==> src/rtl/rg_pkg.sv <==
package rg_pkg;
  typedef enum logic [2:0] {
    VD_BYPASS,
    VD_REGION,
    VD_BACKGROUND,
    VD_FAULT_MISS,
    VD_FAULT_MULTI
  } verdict_e;
endpackage

==> src/rtl/rg_region_cmp.sv <==
module rg_region_cmp #(
  parameter int PAGE_W = 27
) (
  input  logic [PAGE_W-1:0] page_i,
  input  logic [PAGE_W-1:0] lo_i,
  input  logic [PAGE_W-1:0] hi_i,
  input  logic              en_i,
  output logic              match_o
);
  logic above_lo;
  logic below_hi;

  // Comparing page numbers is the same as comparing {lo,00000} <= a <= {hi,11111}.
  assign above_lo = (page_i >= lo_i);
  assign below_hi = (page_i <= hi_i);
  assign match_o  = en_i & above_lo & below_hi;
endmodule

==> src/rtl/rg_match_encode.sv <==
module rg_match_encode #(
  parameter int N     = 8,
  parameter int IDX_W = 3
) (
  input  logic [N-1:0]     match_i,
  output logic             any_o,
  output logic             multi_o,
  output logic [IDX_W-1:0] idx_o
);
  assign any_o   = |match_i;
  // Clearing the lowest set bit leaves a one only when two or more bits were set.
  assign multi_o = |(match_i & (match_i - N'(1)));

  always_comb begin
    idx_o = '0;
    for (int i = N - 1; i >= 0; i--) begin
      if (match_i[i]) idx_o = IDX_W'(i);
    end
  end
endmodule

==> src/rtl/rg_attr_mux.sv <==
module rg_attr_mux #(
  parameter int NUM_ATTR = 8,
  parameter int ATTR_W   = 8,
  parameter int SEL_W    = 3
) (
  input  logic [NUM_ATTR*ATTR_W-1:0] tbl_i,
  input  logic [SEL_W-1:0]           sel_i,
  output logic [ATTR_W-1:0]          attr_o
);
  logic [ATTR_W-1:0] entry [NUM_ATTR];

  for (genvar k = 0; k < NUM_ATTR; k++) begin : g_entry
    assign entry[k] = tbl_i[k*ATTR_W +: ATTR_W];
  end

  always_comb begin
    attr_o = '0;
    for (int k = 0; k < NUM_ATTR; k++) begin
      if (sel_i == SEL_W'(k)) attr_o = entry[k];
    end
  end
endmodule

==> src/rtl/rg_access_check.sv <==
module rg_access_check #(
  parameter int NUM_REGIONS = 8,
  parameter int ADDR_W      = 32,
  parameter int GRAN_BITS   = 5,
  parameter int NUM_ATTR    = 8,
  parameter int ATTR_W      = 8,
  localparam int PAGE_W     = ADDR_W - GRAN_BITS,
  localparam int IDX_W      = (NUM_REGIONS > 1) ? $clog2(NUM_REGIONS) : 1,
  localparam int SEL_W      = (NUM_ATTR > 1) ? $clog2(NUM_ATTR) : 1
) (
  input  logic                          clk,
  input  logic                          rst,
  input  logic [ADDR_W-1:0]             acc_addr_i,
  input  logic                          acc_priv_i,
  input  logic                          acc_fetch_i,
  input  logic                          acc_hipri_i,
  input  logic                          ctl_on_i,
  input  logic                          ctl_bg_priv_i,
  input  logic                          ctl_hinmi_i,
  input  logic [NUM_REGIONS-1:0]        rgn_en_i,
  input  logic [NUM_REGIONS*PAGE_W-1:0] rgn_lo_i,
  input  logic [NUM_REGIONS*PAGE_W-1:0] rgn_hi_i,
  input  logic [NUM_REGIONS*SEL_W-1:0]  rgn_sel_i,
  input  logic [NUM_REGIONS*2-1:0]      rgn_perm_i,
  input  logic [NUM_REGIONS*2-1:0]      rgn_share_i,
  input  logic [NUM_REGIONS-1:0]        rgn_noexec_i,
  input  logic [NUM_ATTR*ATTR_W-1:0]    attr_tbl_i,
  output logic                          hit_o,
  output logic [IDX_W-1:0]              region_o,
  output logic [ATTR_W-1:0]             attr_o,
  output logic [1:0]                    perm_o,
  output logic [1:0]                    share_o,
  output logic                          noexec_o,
  output logic                          bg_o,
  output logic                          fault_o
);
  import rg_pkg::*;

  logic [PAGE_W-1:0]      page;
  logic [NUM_REGIONS-1:0] match;
  logic                   any_m;
  logic                   multi_m;
  logic [IDX_W-1:0]       win;
  logic [SEL_W-1:0]       win_sel;
  logic [ATTR_W-1:0]      win_attr;
  logic                   bypass;
  verdict_e               verdict;

  assign page = acc_addr_i[ADDR_W-1:GRAN_BITS];

  for (genvar i = 0; i < NUM_REGIONS; i++) begin : g_rgn
    rg_region_cmp #(.PAGE_W(PAGE_W)) u_cmp (
      .page_i  (page),
      .lo_i    (rgn_lo_i[i*PAGE_W +: PAGE_W]),
      .hi_i    (rgn_hi_i[i*PAGE_W +: PAGE_W]),
      .en_i    (rgn_en_i[i]),
      .match_o (match[i])
    );
  end

  rg_match_encode #(.N(NUM_REGIONS), .IDX_W(IDX_W)) u_enc (
    .match_i (match),
    .any_o   (any_m),
    .multi_o (multi_m),
    .idx_o   (win)
  );

  assign win_sel = rgn_sel_i[win*SEL_W +: SEL_W];

  rg_attr_mux #(.NUM_ATTR(NUM_ATTR), .ATTR_W(ATTR_W), .SEL_W(SEL_W)) u_attr (
    .tbl_i  (attr_tbl_i),
    .sel_i  (win_sel),
    .attr_o (win_attr)
  );

  // Checking is skipped entirely when off, or for high-priority handlers without permit.
  assign bypass = ~ctl_on_i | (acc_hipri_i & ~ctl_hinmi_i);

  always_comb begin
    if (bypass)                      verdict = VD_BYPASS;
    else if (multi_m)                verdict = VD_FAULT_MULTI;
    else if (any_m)                  verdict = VD_REGION;
    else if (acc_priv_i && ctl_bg_priv_i) verdict = VD_BACKGROUND;
    else                             verdict = VD_FAULT_MISS;
  end

  always_ff @(posedge clk) begin
    if (rst) begin
      hit_o    <= 1'b0;
      region_o <= '0;
      attr_o   <= '0;
      perm_o   <= '0;
      share_o  <= '0;
      noexec_o <= 1'b0;
      bg_o     <= 1'b0;
      fault_o  <= 1'b0;
    end else begin
      hit_o    <= 1'b0;
      region_o <= '0;
      attr_o   <= '0;
      perm_o   <= '0;
      share_o  <= '0;
      noexec_o <= 1'b0;
      bg_o     <= 1'b0;
      fault_o  <= 1'b0;
      unique case (verdict)
        VD_BYPASS, VD_BACKGROUND: bg_o <= 1'b1;
        VD_FAULT_MISS, VD_FAULT_MULTI: fault_o <= 1'b1;
        VD_REGION: begin
          hit_o    <= 1'b1;
          region_o <= win;
          attr_o   <= win_attr;
          perm_o   <= rgn_perm_i[win*2 +: 2];
          share_o  <= rgn_share_i[win*2 +: 2];
          noexec_o <= rgn_noexec_i[win];
          fault_o  <= acc_fetch_i & rgn_noexec_i[win];
        end
        default: fault_o <= 1'b1;
      endcase
    end
  end
endmodule


==> config.mk <==
export PLATFORM = sky130hd
export DESIGN_NAME = rg_access_check
export DESIGN_NICKNAME = d
export VERILOG_FILES = /design/src/rtl/rg_pkg.sv /design/src/rtl/rg_region_cmp.sv /design/src/rtl/rg_match_encode.sv /design/src/rtl/rg_attr_mux.sv /design/src/rtl/rg_access_check.sv
export SDC_FILE = /design/constraint.sdc
export NUM_CORES = 1
export LEC_CHECK = 0
export BUFFER_PORTS_ARGS = -buffer_cell sky130_fd_sc_hd__buf_2
export CORE_AREA = 2 2 247 249
export CTS_CLUSTER_DIAMETER = 200
export DETAILED_ROUTE_END_ITERATION = 10
export DIE_AREA = 0 0 249 251
export PLACE_DENSITY = 0.56
export SETUP_SLACK_MARGIN = 0.1
export SYNTH_ARGS = -nofsm -noshare
export SYNTH_HDL_FRONTEND = slang
export SYNTH_SLANG_ARGS = --single-unit
==> constraint.sdc <==
create_clock -name clk -period 6.1 [get_ports clk]
set_input_delay 1.83 -clock clk [delete_from_list [all_inputs] [get_ports clk]]
set_output_delay 1.83 -clock clk [all_outputs]
set_load 0.02 [all_outputs]
======== Word-level counts from Yosys, hierarchy flattened ========
Cells that the tools add are included.
storage, ports and cells
  bits in registers ....................... 19
  latch bits .............................. 0
  RAM bits ................................ 0
  memory bits (read-only) ................. 0
  output and inout bits ................... 19
  word-level logic and storage cells ...... 94
  memories kept ........................... 0
operators by class
  add/subtract/negate cells ............... 1
  $mul .................................... 1
  divide/modulo/power cells ............... 0
  magnitude comparators ................... 17
  equal/unequal tests ..................... 9
  shifts and indexed selects .............. 3
  mux-type cells .......................... 25
  bitwise operators ....................... 23
  reductions and logical operators ........ 7
operator list
  kind                                                         count
  >= comparator 27 bit                                         8
  less-or-equal comparator 27 bit                              8
  two-way mux 8 bit                                            8
  indexed part select 16 x 5 -> 2 bit                          2
  two-way mux 3 bit                                            10
  indexed part select 24 x 6 -> 3 bit                          1
  AND 1 bit                                                    18
  OR reduction 8 bit                                           2
  equality test 3 bit (second input constant)                  4
  equality test 3 x 2 -> 1 bit (second input constant)         3
  AND 8 bit                                                    1
  subtractor 8 x 1 -> 8 bit (second input constant)            1
  equality test 3 x 1 -> 1 bit (second input constant)         2
  zero test 3 bit                                              2
  multiplier 3 x 2 -> 5 bit (second input constant)            1
  less-than comparator 3 x 4 -> 1 bit (second input constant)  1
  two-way mux 1 bit                                            4
  OR reduction 2 bit                                           2
  binary-select mux 1 bit (select 3 bit)                       1
  NOT 1 bit                                                    3
  two-way mux 2 bit                                            1
  one-hot mux 1 bit (2 select lines)                           1
  logical AND 1 bit                                            1
  bitwise OR 1 bit                                             1

======== Longest topological paths before layout ========
Gate-level depths: netlist (run 1).
  depth in word-level cells ............... 22
  mapped depth ............................ 18
  mapped depth without buffers ............ 15

======== Modules after synthesis ========
A second synthesis (run 1) with hierarchy kept.
second synthesis, totals
  cell total of the unflattened synthesis .. 1623
  area total of the unflattened synthesis .. 12573.3 µm²
by module, submodules not included
  module           times used  cells each  area each (µm²)  sequential area each (µm²)
  rg_region_cmp    8           187         1348.8           0.0
  rg_access_check  1           76          1084.8           380.4
  rg_attr_mux      1           29          550.5            0.0
  rg_match_encode  1           22          147.6            0.0

======== Least setup slack after synthesis (run 1) ========
OpenSTA, ideal clock, no wires.
  kind .................................... input -> register
  start point ............................. input port acc_addr_i[5]
  end point ............................... register attr_o[0]
  arrival time ............................ 5.593 ns
  data required time ...................... 5.973 ns
  setup slack ............................. 0.379 ns
  stages .................................. 15
  buffers on the path ..................... 0
  cell sequence ........................... inv_1 ha_1 nand2b_4 a2111oi_2 nor4_1 o311ai_1 nand4_1 a2bb2oi_1 nand2_1 a221o_1 a211o_4 o22ai_4 mux4_1 nor2_1 a211oi_2
between the ends
  word-level cells in the longest chain between the ends .. 22
  elaborated cells between the ends (all ways) .. 68
ends and longest elaborated chain
  what                                 RTL line                RTL
  start, declared                      rg_access_check.sv:13   input logic [ADDR_W-1:0] acc_addr_i,
  >= comparator 27 bit                 rg_region_cmp.sv:14     assign above_lo = (page_i >= lo_i);
  AND 1 bit (2 in series)              rg_region_cmp.sv:16     assign match_o = en_i & above_lo & below_hi;
  two-way mux 3 bit (8 in series)      rg_match_encode.sv:17   if (match_i[i]) idx_o = IDX_W'(i);
  multiplier 3 x 2 -> 5 bit            rg_access_check.sv:68   assign win_sel = rgn_sel_i[win*SEL_W +: SEL_W];
  indexed part select 24 x 6 -> 3 bit  rg_access_check.sv:68
  zero test 3 bit                      rg_attr_mux.sv:19       if (sel_i == SEL_W'(k)) attr_o = entry[k];
  two-way mux 8 bit (8 in series)      rg_attr_mux.sv:19
  end signal, assigned                 rg_access_check.sv:112  attr_o <= win_attr;
  end, declared                        rg_access_check.sv:30   output logic [ATTR_W-1:0] attr_o,
Several ways; a longest one is shown, not always the timed one.
A chain may end at the register's enable or synchronous reset.

======== Final worst setup path (run 1) ========
  start point ............................. input port acc_addr_i[30]
  end point ............................... register attr_o[4]
The elaborated chain is that of the path after synthesis.

==> impl_results.md, run 1 <==
* Die area at about 62,000 um^2
* Die Height at approximately 250 um
* Largest family of logic cells by synthesized area: adder cells
* CTS clk-pin slew, worst paths at ~50 ps
* Relative slew slack at approximately 52%
* Xor and xnor area share after synthesis at 0%
* First-pass GRT wire length at ~95,000 um
* Synth warnings at 0
* Worst hold slack at between 1500 and 2000 ps
* Critical Path Source Type: primary input
* DRC at 0
* Mux share of post-synthesis cell area at 2.89%
* I/O Pins at roughly 630
* Synth Area in Compound Gates at between 20% and 30%
* Gr usage total at 20.3%
* Worst Path Max Fanout at 8
* Hold_sp: rst
* Number of global-route vias before repair at 16,000
* H-tree lvl count at 1
* Synth Flop Type: dfxtp_1
* Final setup viols at 0
* Largest net degree at the start of global routing at 18
* Fin. Hold Viols at 0
* Fmax at 168 MHz
* Max-cap violations at 0
* Sequential area share after synthesis at 2.88%
* Maximum VDD drop at around 0.00010 V
* Routed vias at ~16,000
* Total CTS buffers at 3
* WL per Instance at a little under 20 um
* Top post-synthesis cells by area: ha_1 41%, inv_1 13%, a21oi_1 5.2%
* Multi-input gate area at ~11,000 um^2
* Unrepaired setup endpoints after global routing: false
* Async set or reset register ratio after synthesis at 0%
* Crit end category: register
* Nets at between 3,000 and 4,000
* Power Total at 2.08 mW
* Iter 0 DRT Violations at between 700 and 800
* Post-synthesis adder-cell area fraction at between 40% and 50%
* DP HPWL at approximately 60,000 um
* Critical Path RT at roughly 6200 ps
* Final core utilization at around a third
* Dpl cells at roughly 3,400
* Fin crit share at a little over nine tenths
* FF+latch count, synth at 19
* Initial antenna violation count at 24
* Mapped Area at approximately 13,000 um^2
* Router iterations before antenna repair at 7
* Max-slew violation count at 0
* Synth unique cells at 99
* Cells after Synth at 1,791
* Least-Margin Pin Slew at slightly above 700 ps
* Routed Antenna Nets at 0
* Most common cell after layout, fill and taps aside: buf_2
* Final WL at between 60,000 and 70,000 um
* Crit Path Category: primary input to register
* Share of post-route cells with drive strength above 1 at between 30% and 40%
* Outcome: finished clean
* Die W at 249 um
* Time the worst path needs with I/O delays and setup at between 5000 and 6000 ps
* CTS Buffer Depth at 2
* Vias per cell at about 4.7
* Global route overflow at 0
* Area leader, netlist: ha_1
* Routability cong. at roughly 0.96
* Post-synth EDFFs at 0
* Critical Path Source: acc_addr_i[30]
* Yosys top cell area share at approximately two fifths
* Root buf cell: clkbuf_16
* CTS sink count at 19
* CTS tree: yes
* Non-Filler Instances at 3,404
* FP Rows at 90
* Initial Util at 22.1%
* PD cells at around 110 nW/um^2
* Min-Delay Path Class: primary input to register
* Worst Path Arrival at between 6000 and 7000 ps
* Sequential Area at approximately 380 um^2
* Post-Synthesis Net Count at approximately 2,800
* Core box area at approximately 60,000 um^2
* Simple-gate share of the synthesized area at around 17%
* Syn avg cell area at 7.38 um^2
* Filler cell count at between 6,000 and 7,000
* Commonest non-fill, non-tap cells in the layout: 612 x buf_2, 440 x inv_1, 431 x ha_1
* Area delta synth->final at 46.7%
* IO Port Bufs at 621
* Leakage at between 10 and 15 nW
==> state kept, by name, indices dropped and copies added, names as in the netlist <==
name	flops
region_o	3
bg_o	1
hit_o	1
attr_o	8
noexec_o	1
fault_o	1
perm_o	2
share_o	2
==> report_power, final <==
group	internal [mW]	switching, mW
sequential	0.135	0.00205
clock	0.0890	0.0483
combinational	0.863	0.943
==> cells by family (layout without fill, tap and decap cells) <==
group,after synthesis,after routing
fa+ha+maj,432,432
buf+inv,455,1275
compound gates,449,449
simple gates,406,406
mux,30,30
flops,19,19
other cells,0,11
==> worst max-delay path: stages <==
cell	delay (ps)
buf_2	120
buf_4	200
buf_4	200
ha_1	300
and4_1	250
nand2_1	90
nor4_2	210
buf_4	200
o31ai_1	160
a211o_4	430
o21ai_4	100
nor3_4	50
a221o_1	320
a211o_4	340
o22ai_4	280
buf_6	190
mux2_4	290
o211ai_1	330
a21boi_2	120
==> timing repair <==
item,in CTS,in global routing
endpoints found under the setup margin,7,10
pin swaps,5,21
resized for setup,10,54
setup buffers,2,5
hold buffers,0,0
cloned,0,1
==> routing by layer <==
layer	global-route usage [%]	vias up	routed length [um]	part of all wire [%]
met5	0	-	115	0.17
met4	5.33	20	1780	2.7
met3	3.27	95	3800	5.8
met2	35.7	484	31300	47
met1	25.6	7189	29000	44
li1	-	8042	-	-
==> metrics by stage <==
step	setup TNS [ps]	setup slack [ps]	cell area (um^2)
after detailed placement	-1570	-254	18900
after global placement	-1530	-257	18900
final	0	165	19400
after floorplan	0	379	13200
after CTS	0	106	19000
after global routing	0	89.0	19400
==> layout make-up <==
| cell class | count | share of cell area (%) |
|---|---|---|
| Multi-Input combinational cell | 1317 | 58.5 |
| Clock buffer | 4 | 0.407 |
| Sequential cell | 19 | 1.96 |
| Inverter | 441 | 8.56 |
| Timing Repair Buffer | 830 | 25.4 |
| Antenna cell | 11 | 0.142 |
| Tap cell | 782 | 5.05 |
==> cells in the mapped netlist, types with 11 or more instances <==
| cell | number |
|---|---|
| inv_1 | 441 |
| ha_1 | 432 |
| a21oi_1 | 136 |
| nand2_1 | 91 |
| o21ai_0 | 65 |
| nand3_1 | 63 |
| nor2_1 | 62 |
| nand4_1 | 51 |
| a21o_1 | 43 |
| a211oi_1 | 38 |
| nor3_1 | 20 |
| dfxtp_1 | 19 |
| nor2b_1 | 19 |
| o211ai_1 | 19 |
| and2_1 | 18 |
| mux2i_1 | 16 |
| o21a_1 | 15 |
| and3_1 | 14 |
| and4_1 | 14 |
| nand2b_1 | 11 |
| nor4_1 | 11 |
==> path summary, 6_finish.rpt <==
kind              depth (start not counted)  slack [ps]   endpoint
setup / recovery                         19         170  attr_o[4]
hold / removal                            2        1860    fault_o
Note: power is estimated with default switching activity, not from simulation.
==> run 2, diff against run 1 <==
CORE_AREA = 2 2 245 247   (was 2 2 247 249)
DIE_AREA = 0 0 247 249   (was 0 0 249 251)
PLACE_DENSITY = 0.57   (was 0.56)
==> run 2 against run 1 <==
Maximum frequency rose by 1.9%. Sequential cell count did not move. Combinational power barely moved. Routed wire length rose by 1.3%. Global-route usage rose by 0.58 points. Total power rose by 2.0%. Non-clock buffer count rose by 12. Critical path type unchanged. Largest power group unchanged. Highest routed layer unchanged.
==> impl_results.md, run 2 (synthesized netlist as in run 1, its figures left out) <==
* Outcome: finished clean (unchanged)
* Routed vias at 15,900 (was 15,800)
* Vias per cell at 4.66 (was 4.65)
* Critical Path RT at 6240 ps (was 6220 ps)
* Top reg by flops: attr_o (unchanged)
* Routed Antenna Nets at 0 (unchanged)
* M3 GR Usage at 2.46% (was 3.27%)
* Initial Util at 22.5% (was 22.1%)
* Time the worst path needs with I/O delays and setup at 5820 ps (was 5930 ps)
* Die area at 61,500 um^2 (was 62,500 um^2)
* FP Rows at 89 (was 90)
* PD cells at 109 nW/um^2 (was 107 nW/um^2)
* Share of post-route cells with drive strength above 1 at 35.5% (was 35.2%)
* Setup ws final at 275 ps (was 165 ps)
* Critical Path Source Type: primary input (unchanged)
* Fmax at 172 MHz (was 168 MHz)
* Root buf cell: clkbuf_16 (unchanged)
* Gr usage total at 20.9% (was 20.3%)
* Area delta synth->final at 47.3% (was 46.7%)
* Core box area at 58,700 um^2 (was 59,800 um^2)
* Setup_tns at 0 ps (unchanged)
* Die Height at 249 um (was 251 um)
* Max-slew violation count at 0 (unchanged)
* Leakage at 11.5 nW (was 11.4 nW)
* Router iterations before antenna repair at 5 (was 7)
* P_int at 1.12 mW (was 1.09 mW)
* Max-cap violations at 0 (unchanged)
* Met2 usage at 37.6% (was 35.7%)
* Fin. Hold Viols at 0 (unchanged)
* Most common cell after layout, fill and taps aside: buf_2 (unchanged)
* CTS clk-pin slew, worst paths at 60 ps (was 50 ps)
* Maximum VDD drop at 0.0000891 V (was 0.000104 V)
* I/O Pins at 627 (unchanged)
* Commonest non-fill, non-tap cells in the layout: 618 x buf_2, 440 x inv_1, 430 x ha_1 (was 612 x buf_2, 440 x inv_1, 431 x ha_1)
* Met1 Use GR at 26.5% (was 25.6%)
* Reg power frac at 6.5% (was 6.6%)
* Max reg flops at 8 (unchanged)
* Worst Path Max Fanout at 6 (was 8)
* Total CTS buffers at 3 (unchanged)
* Fin crit share at 95.5% (was 97.3%)
* Number of global-route vias before repair at 15,900 (was 16,000)
* Biggest regs: attr_o (8), region_o (3) (unchanged)
* Least-Margin Pin Slew at 650 ps (was 705 ps)
* Comb power frac at 86.9% (was 86.8%)
* Crit end category: register (unchanged)
* Unrepaired setup endpoints after global routing: true (was false)
* Global route overflow at 0 (unchanged)
* Hold_sp: rst (unchanged)
* Non-Filler Instances at 3,409 (was 3,404)
* Iter 0 DRT Violations at 627 (was 715)
* Final WL at 66,800 um (was 66,000 um)
* Dpl cells at 3,386 (was 3,381)
* Worst Path Arrival at 5970 ps (was 6050 ps)
* Final setup viols at 0 (unchanged)
* Crit Path Category: primary input to register (unchanged)
* Hold Crit Endpoint: bg_o (was fault_o)
* DRC at 0 (unchanged)
* CTS Buffer Depth at 2 (unchanged)
* Routability cong. at 0.988 (was 0.959)
* Min-Delay Path Class: primary input to register (unchanged)
* First-pass GRT wire length at 95,500 um (was 95,300 um)
* IO Port Bufs at 621 (unchanged)
* Clock power share at 6.6% (about the same)
* Filler cell count at 6,433 (was 6,563)
* CTS sink count at 19 (unchanged)
* Switch share at 47.3% (was 47.8%)
* DP HPWL at 60,800 um (was 60,300 um)
* Initial antenna violation count at 18 (was 24)
* WL per Instance at 19.6 um (was 19.4 um)
* Switching power at 1.00 mW (was 0.993 mW)
* Largest net degree at the start of global routing at 18 (unchanged)
* CTS tree: yes (unchanged)
* Hold Path Stages at 2 (unchanged)
* Place WS at -358 ps (was -254 ps)
* CTS Hold Buffers Added at 0 (unchanged)
* Die W at 247 um (was 249 um)
* H-tree lvl count at 1 (unchanged)
* Nets at 3,664 (was 3,652)
* Layer with the highest usage: met2 (unchanged)
* Relative slew slack at 56.2% (was 52.5%)
==> run 2: changes by cell type in the layout (fill, tap and decap cells not counted), moves of 3 or more <==
cell	before	now
buf_2	612	618
buf_4	189	200
clkbuf_4	8	3
nor4_2	7	4
o21ai_0	62	57
o21ai_2	1	4
==> run 2: metal layers <==
layer,part of all wire (%),up-vias
met3,5.4,70
met1,44,7213
met4,2.2,16
met5,0.17,-
met2,48,506
li1,-,8087
==> run 2: cell type report <==
cell class | instances | area (um^2) | share of cell area [%]
timing repair buffer | 842 | 4990 | 25.7
sequential | 19 | 380 | 1.95
antenna | 13 | 32.5 | 0.167
tap | 773 | 967 | 4.97
inverter | 441 | 1660 | 8.53
multi-input combinational | 1317 | 11300 | 58.3
clock buffer | 4 | 78.8 | 0.405
==> run 2: worst max-delay path by stage <==
stage | from | endpoint | slack [ps] | cells after the start
5_1_grt | acc_addr_i[27] | attr_o[1] | 90 | 22
3_5_place_dp | acc_addr_i[21] | attr_o[4] | -360 | 17
4_1_cts | acc_addr_i[27] | attr_o[7] | 110 | 20
2_1_floorplan | acc_addr_i[5] | attr_o[0] | 380 | 15
3_3_place_gp | acc_addr_i[21] | attr_o[4] | -310 | 17
6_report | acc_addr_i[19] | attr_o[7] | 280 | 20
==> run 2: power groups by stage <==
stage / registers, mW / logic [mW] / clock network [mW]
CTS: 0.138 / 1.79 / 0.142
detailed placement: 0.140 / 1.76 / 0
global placement: 0.140 / 1.76 / 0
global route: 0.138 / 2.04 / 0.147
floorplan: 0.154 / 0.920 / 0
finish: 0.138 / 1.84 / 0.140
==> run 2: worst max-delay path, cell delays in order <==
cell      delay (ps)
clkbuf_4         240
buf_4            240
ha_1             300
nand3_1          100
o221a_2          260
o21ai_1          150
a31oi_1           80
buf_4            180
o41ai_2          320
buf_4            210
a21boi_4          70
and2b_1          220
or4_4            500
o211ai_4         250
o22ai_4          100
buf_12           150
buf_4            130
mux4_2           450
nor2_4           110
a211oi_2          50
==> run 2: repair_timing <==
item / CTS / global route
endpoints found under the setup margin: 8 / 8
gates resized for setup: 3 / 65
buffers inserted: 2 / 4
pin swaps: 2 / 15
==> run 2: through the flow <==
step	utilization (%)	instance area [um^2]	power [mW]	hold slack, ps
global placement	32.3	19000	1.90	2020
finish	33.2	19500	2.12	1760
CTS	32.5	19100	2.07	1760
detailed placement	32.3	19000	1.90	2030
global route	33.1	19400	2.33	1780
floorplan	-	13200	1.07	1900
==> run 3, diff against run 2 <==
REMOVE_ABC_BUFFERS = 1   (was unset)
==> run 3 against run 2 <==
Utilization shrank 1.3 points. Maximum frequency is essentially flat. Total power shrank 6.2%. Count of clock-buffer cells in the layout is the same. First-iteration DRC count grew 6.4%. Worst setup slack gained 1.3 ps. Via count shrank 1.8%. Sequential cell count is the same. Sequential share of layout area grew 0.082 points. Final cell count shrank 2.3%. Design area shrank 4.0%. Sequential power is essentially flat.
==> impl_results.md, run 3 (synthesized netlist as in run 1, its figures left out) <==
* Fin crit share at 95.5% (about the same)
* Final WL at 66,000 um (was 66,800 um)
* Initial antenna violation count at 18 (unchanged)
* Power Total at 1.99 mW (was 2.12 mW)
* Critical Path Source Type: primary input (unchanged)
* Final instance area at 18,700 um^2 (was 19,500 um^2)
* Place WS at -320 ps (was -358 ps)
* Gr usage total at 20.7% (was 20.9%)
* Die Height at 249 um (unchanged)
* Largest net degree at the start of global routing at 19 (was 18)
* Initial Util at 22.5% (unchanged)
* H-tree lvl count at 1 (unchanged)
* Commonest non-fill, non-tap cells in the layout: 615 x buf_2, 441 x inv_1, 432 x ha_1 (was 618 x buf_2, 440 x inv_1, 430 x ha_1)
* Met1 Use GR at 26.2% (was 26.5%)
* Outcome: finished clean (unchanged)
* Fmax at 172 MHz (about the same)
* Unrepaired setup endpoints after global routing: true (unchanged)
* Area delta synth->final at 41.4% (was 47.3%)
* Final setup viols at 0 (unchanged)
* Max-slew violation count at 0 (unchanged)
* Total CTS buffers at 3 (unchanged)
* Fin. Hold Viols at 0 (unchanged)
* Min-Delay Path Class: primary input to register (unchanged)
* Nets at 3,590 (was 3,664)
* FP Rows at 89 (unchanged)
* CTS clk-pin slew, worst paths at 60 ps (about the same)
* Routed vias at 15,600 (was 15,900)
* Vias per cell at 4.68 (was 4.66)
* CTS tree: yes (unchanged)
* Relative slew slack at 45.8% (was 56.2%)
* Biggest regs: attr_o (8), region_o (3) (unchanged)
* PD cells at 107 nW/um^2 (was 109 nW/um^2)
* Router iterations before antenna repair at 5 (unchanged)
* Least-Margin Pin Slew at 807 ps (was 650 ps)
* Setup ws final at 276 ps (was 275 ps)
* Leakage at 11.1 nW (was 11.5 nW)
* Routed Antenna Nets at 0 (unchanged)
* WL per Instance at 19.8 um (was 19.6 um)
* M3 GR Usage at 3.36% (was 2.46%)
* Core box area at 58,700 um^2 (unchanged)
* DP HPWL at 60,000 um (was 60,800 um)
* Worst hold slack at 1790 ps (was 1760 ps)
* I/O Pins at 627 (unchanged)
* Met2 usage at 35.7% (was 37.6%)
* Share of post-route cells with drive strength above 1 at 32.9% (was 35.5%)
* Die W at 247 um (unchanged)
* Setup_tns at 0 ps (unchanged)
* CTS Buffer Depth at 2 (unchanged)
* Iter 0 DRT Violations at 667 (was 627)
* DRC at 0 (unchanged)
* Dpl cells at 3,313 (was 3,386)
* Top reg by flops: attr_o (unchanged)
* CTS sink count at 19 (unchanged)
* First-pass GRT wire length at 94,700 um (was 95,500 um)
* Crit end category: register (unchanged)
* Max-cap violations at 0 (unchanged)
* Layer with the highest usage: met2 (unchanged)
* Global route overflow at 0 (unchanged)
* Root buf cell: clkbuf_16 (unchanged)
* CTS Hold Buffers Added at 0 (unchanged)
* Time the worst path needs with I/O delays and setup at 5820 ps (about the same)
* Die area at 61,500 um^2 (unchanged)
* Final core utilization at 31.8% (was 33.2%)
* Critical Path RT at 6240 ps (about the same)
* Worst Path Arrival at 5970 ps (about the same)
* Number of global-route vias before repair at 15,800 (was 15,900)
* Cell Area, Placed at 18,400 um^2 (was 19,000 um^2)
* Max reg flops at 8 (unchanged)
* IO Port Bufs at 621 (unchanged)
* Maximum VDD drop at 0.000142 V (was 0.0000891 V)
* Routability cong. at 0.923 (was 0.988)
* Crit Path Category: primary input to register (unchanged)
* Most common cell after layout, fill and taps aside: buf_2 (unchanged)
* Worst Path Max Fanout at 15 (was 6)
* Non-Filler Instances at 3,330 (was 3,409)
==> run 3: timing repair <==
| action | CTS | global route |
|---|---|---|
| gates resized for setup | 1 | 36 |
| pin swaps | 1 | 1 |
| cloned | 0 | 0 |
| setup buffers | 2 | 3 |
| setup endpoints to repair | 8 | 9 |
==> run 3: layout make-up <==
type,instances,area (um^2)
diodes,8,20.0
clock buffers,4,78.8
fillers,6507,40000
inverters,441,1660
multi-input cells,1317,11200
flip-flops and latches,19,380
well taps,773,967
repair buffers,768,4380
==> run 3: worst paths after layout <==
kind	from	end	cells after the start
max	acc_addr_i[28]	attr_o[0]	18
min	rst	fault_o	2
==> run 3: power by group <==
| part | total [mW] | switching [mW] | internal [mW] | leakage, nW |
|---|---|---|---|---|
| Clock | 0.140 | 0.0508 | 0.0891 | 0.0382 |
| Sequential | 0.138 | 0.00348 | 0.135 | 0.154 |
| Combinational | 1.71 | 0.907 | 0.806 | 10.9 |
| Total | 1.99 | 0.961 | 1.03 | 11.1 |
==> run 3: critical path, cell delays in order <==
cell      delay (ps)
buf_2            130
buf_4            250
ha_1             330
and4_1           240
nand2_1           90
nor4_1           300
buf_4            210
o31ai_1          190
a211o_4          450
o21ai_4           90
nor3_2            60
a221o_1          330
a211o_4          330
o22ai_4          170
buf_12           170
mux4_1           570
nor2_1           130
a211oi_2          50
==> run 3: routing by layer <==
| metal | share of wire, % | vias up |
|---|---|---|
| li1 | - | 7925 |
| met1 | 44 | 7050 |
| met2 | 47 | 526 |
| met3 | 6.4 | 84 |
| met4 | 3.2 | 16 |
| met5 | 0.13 | - |
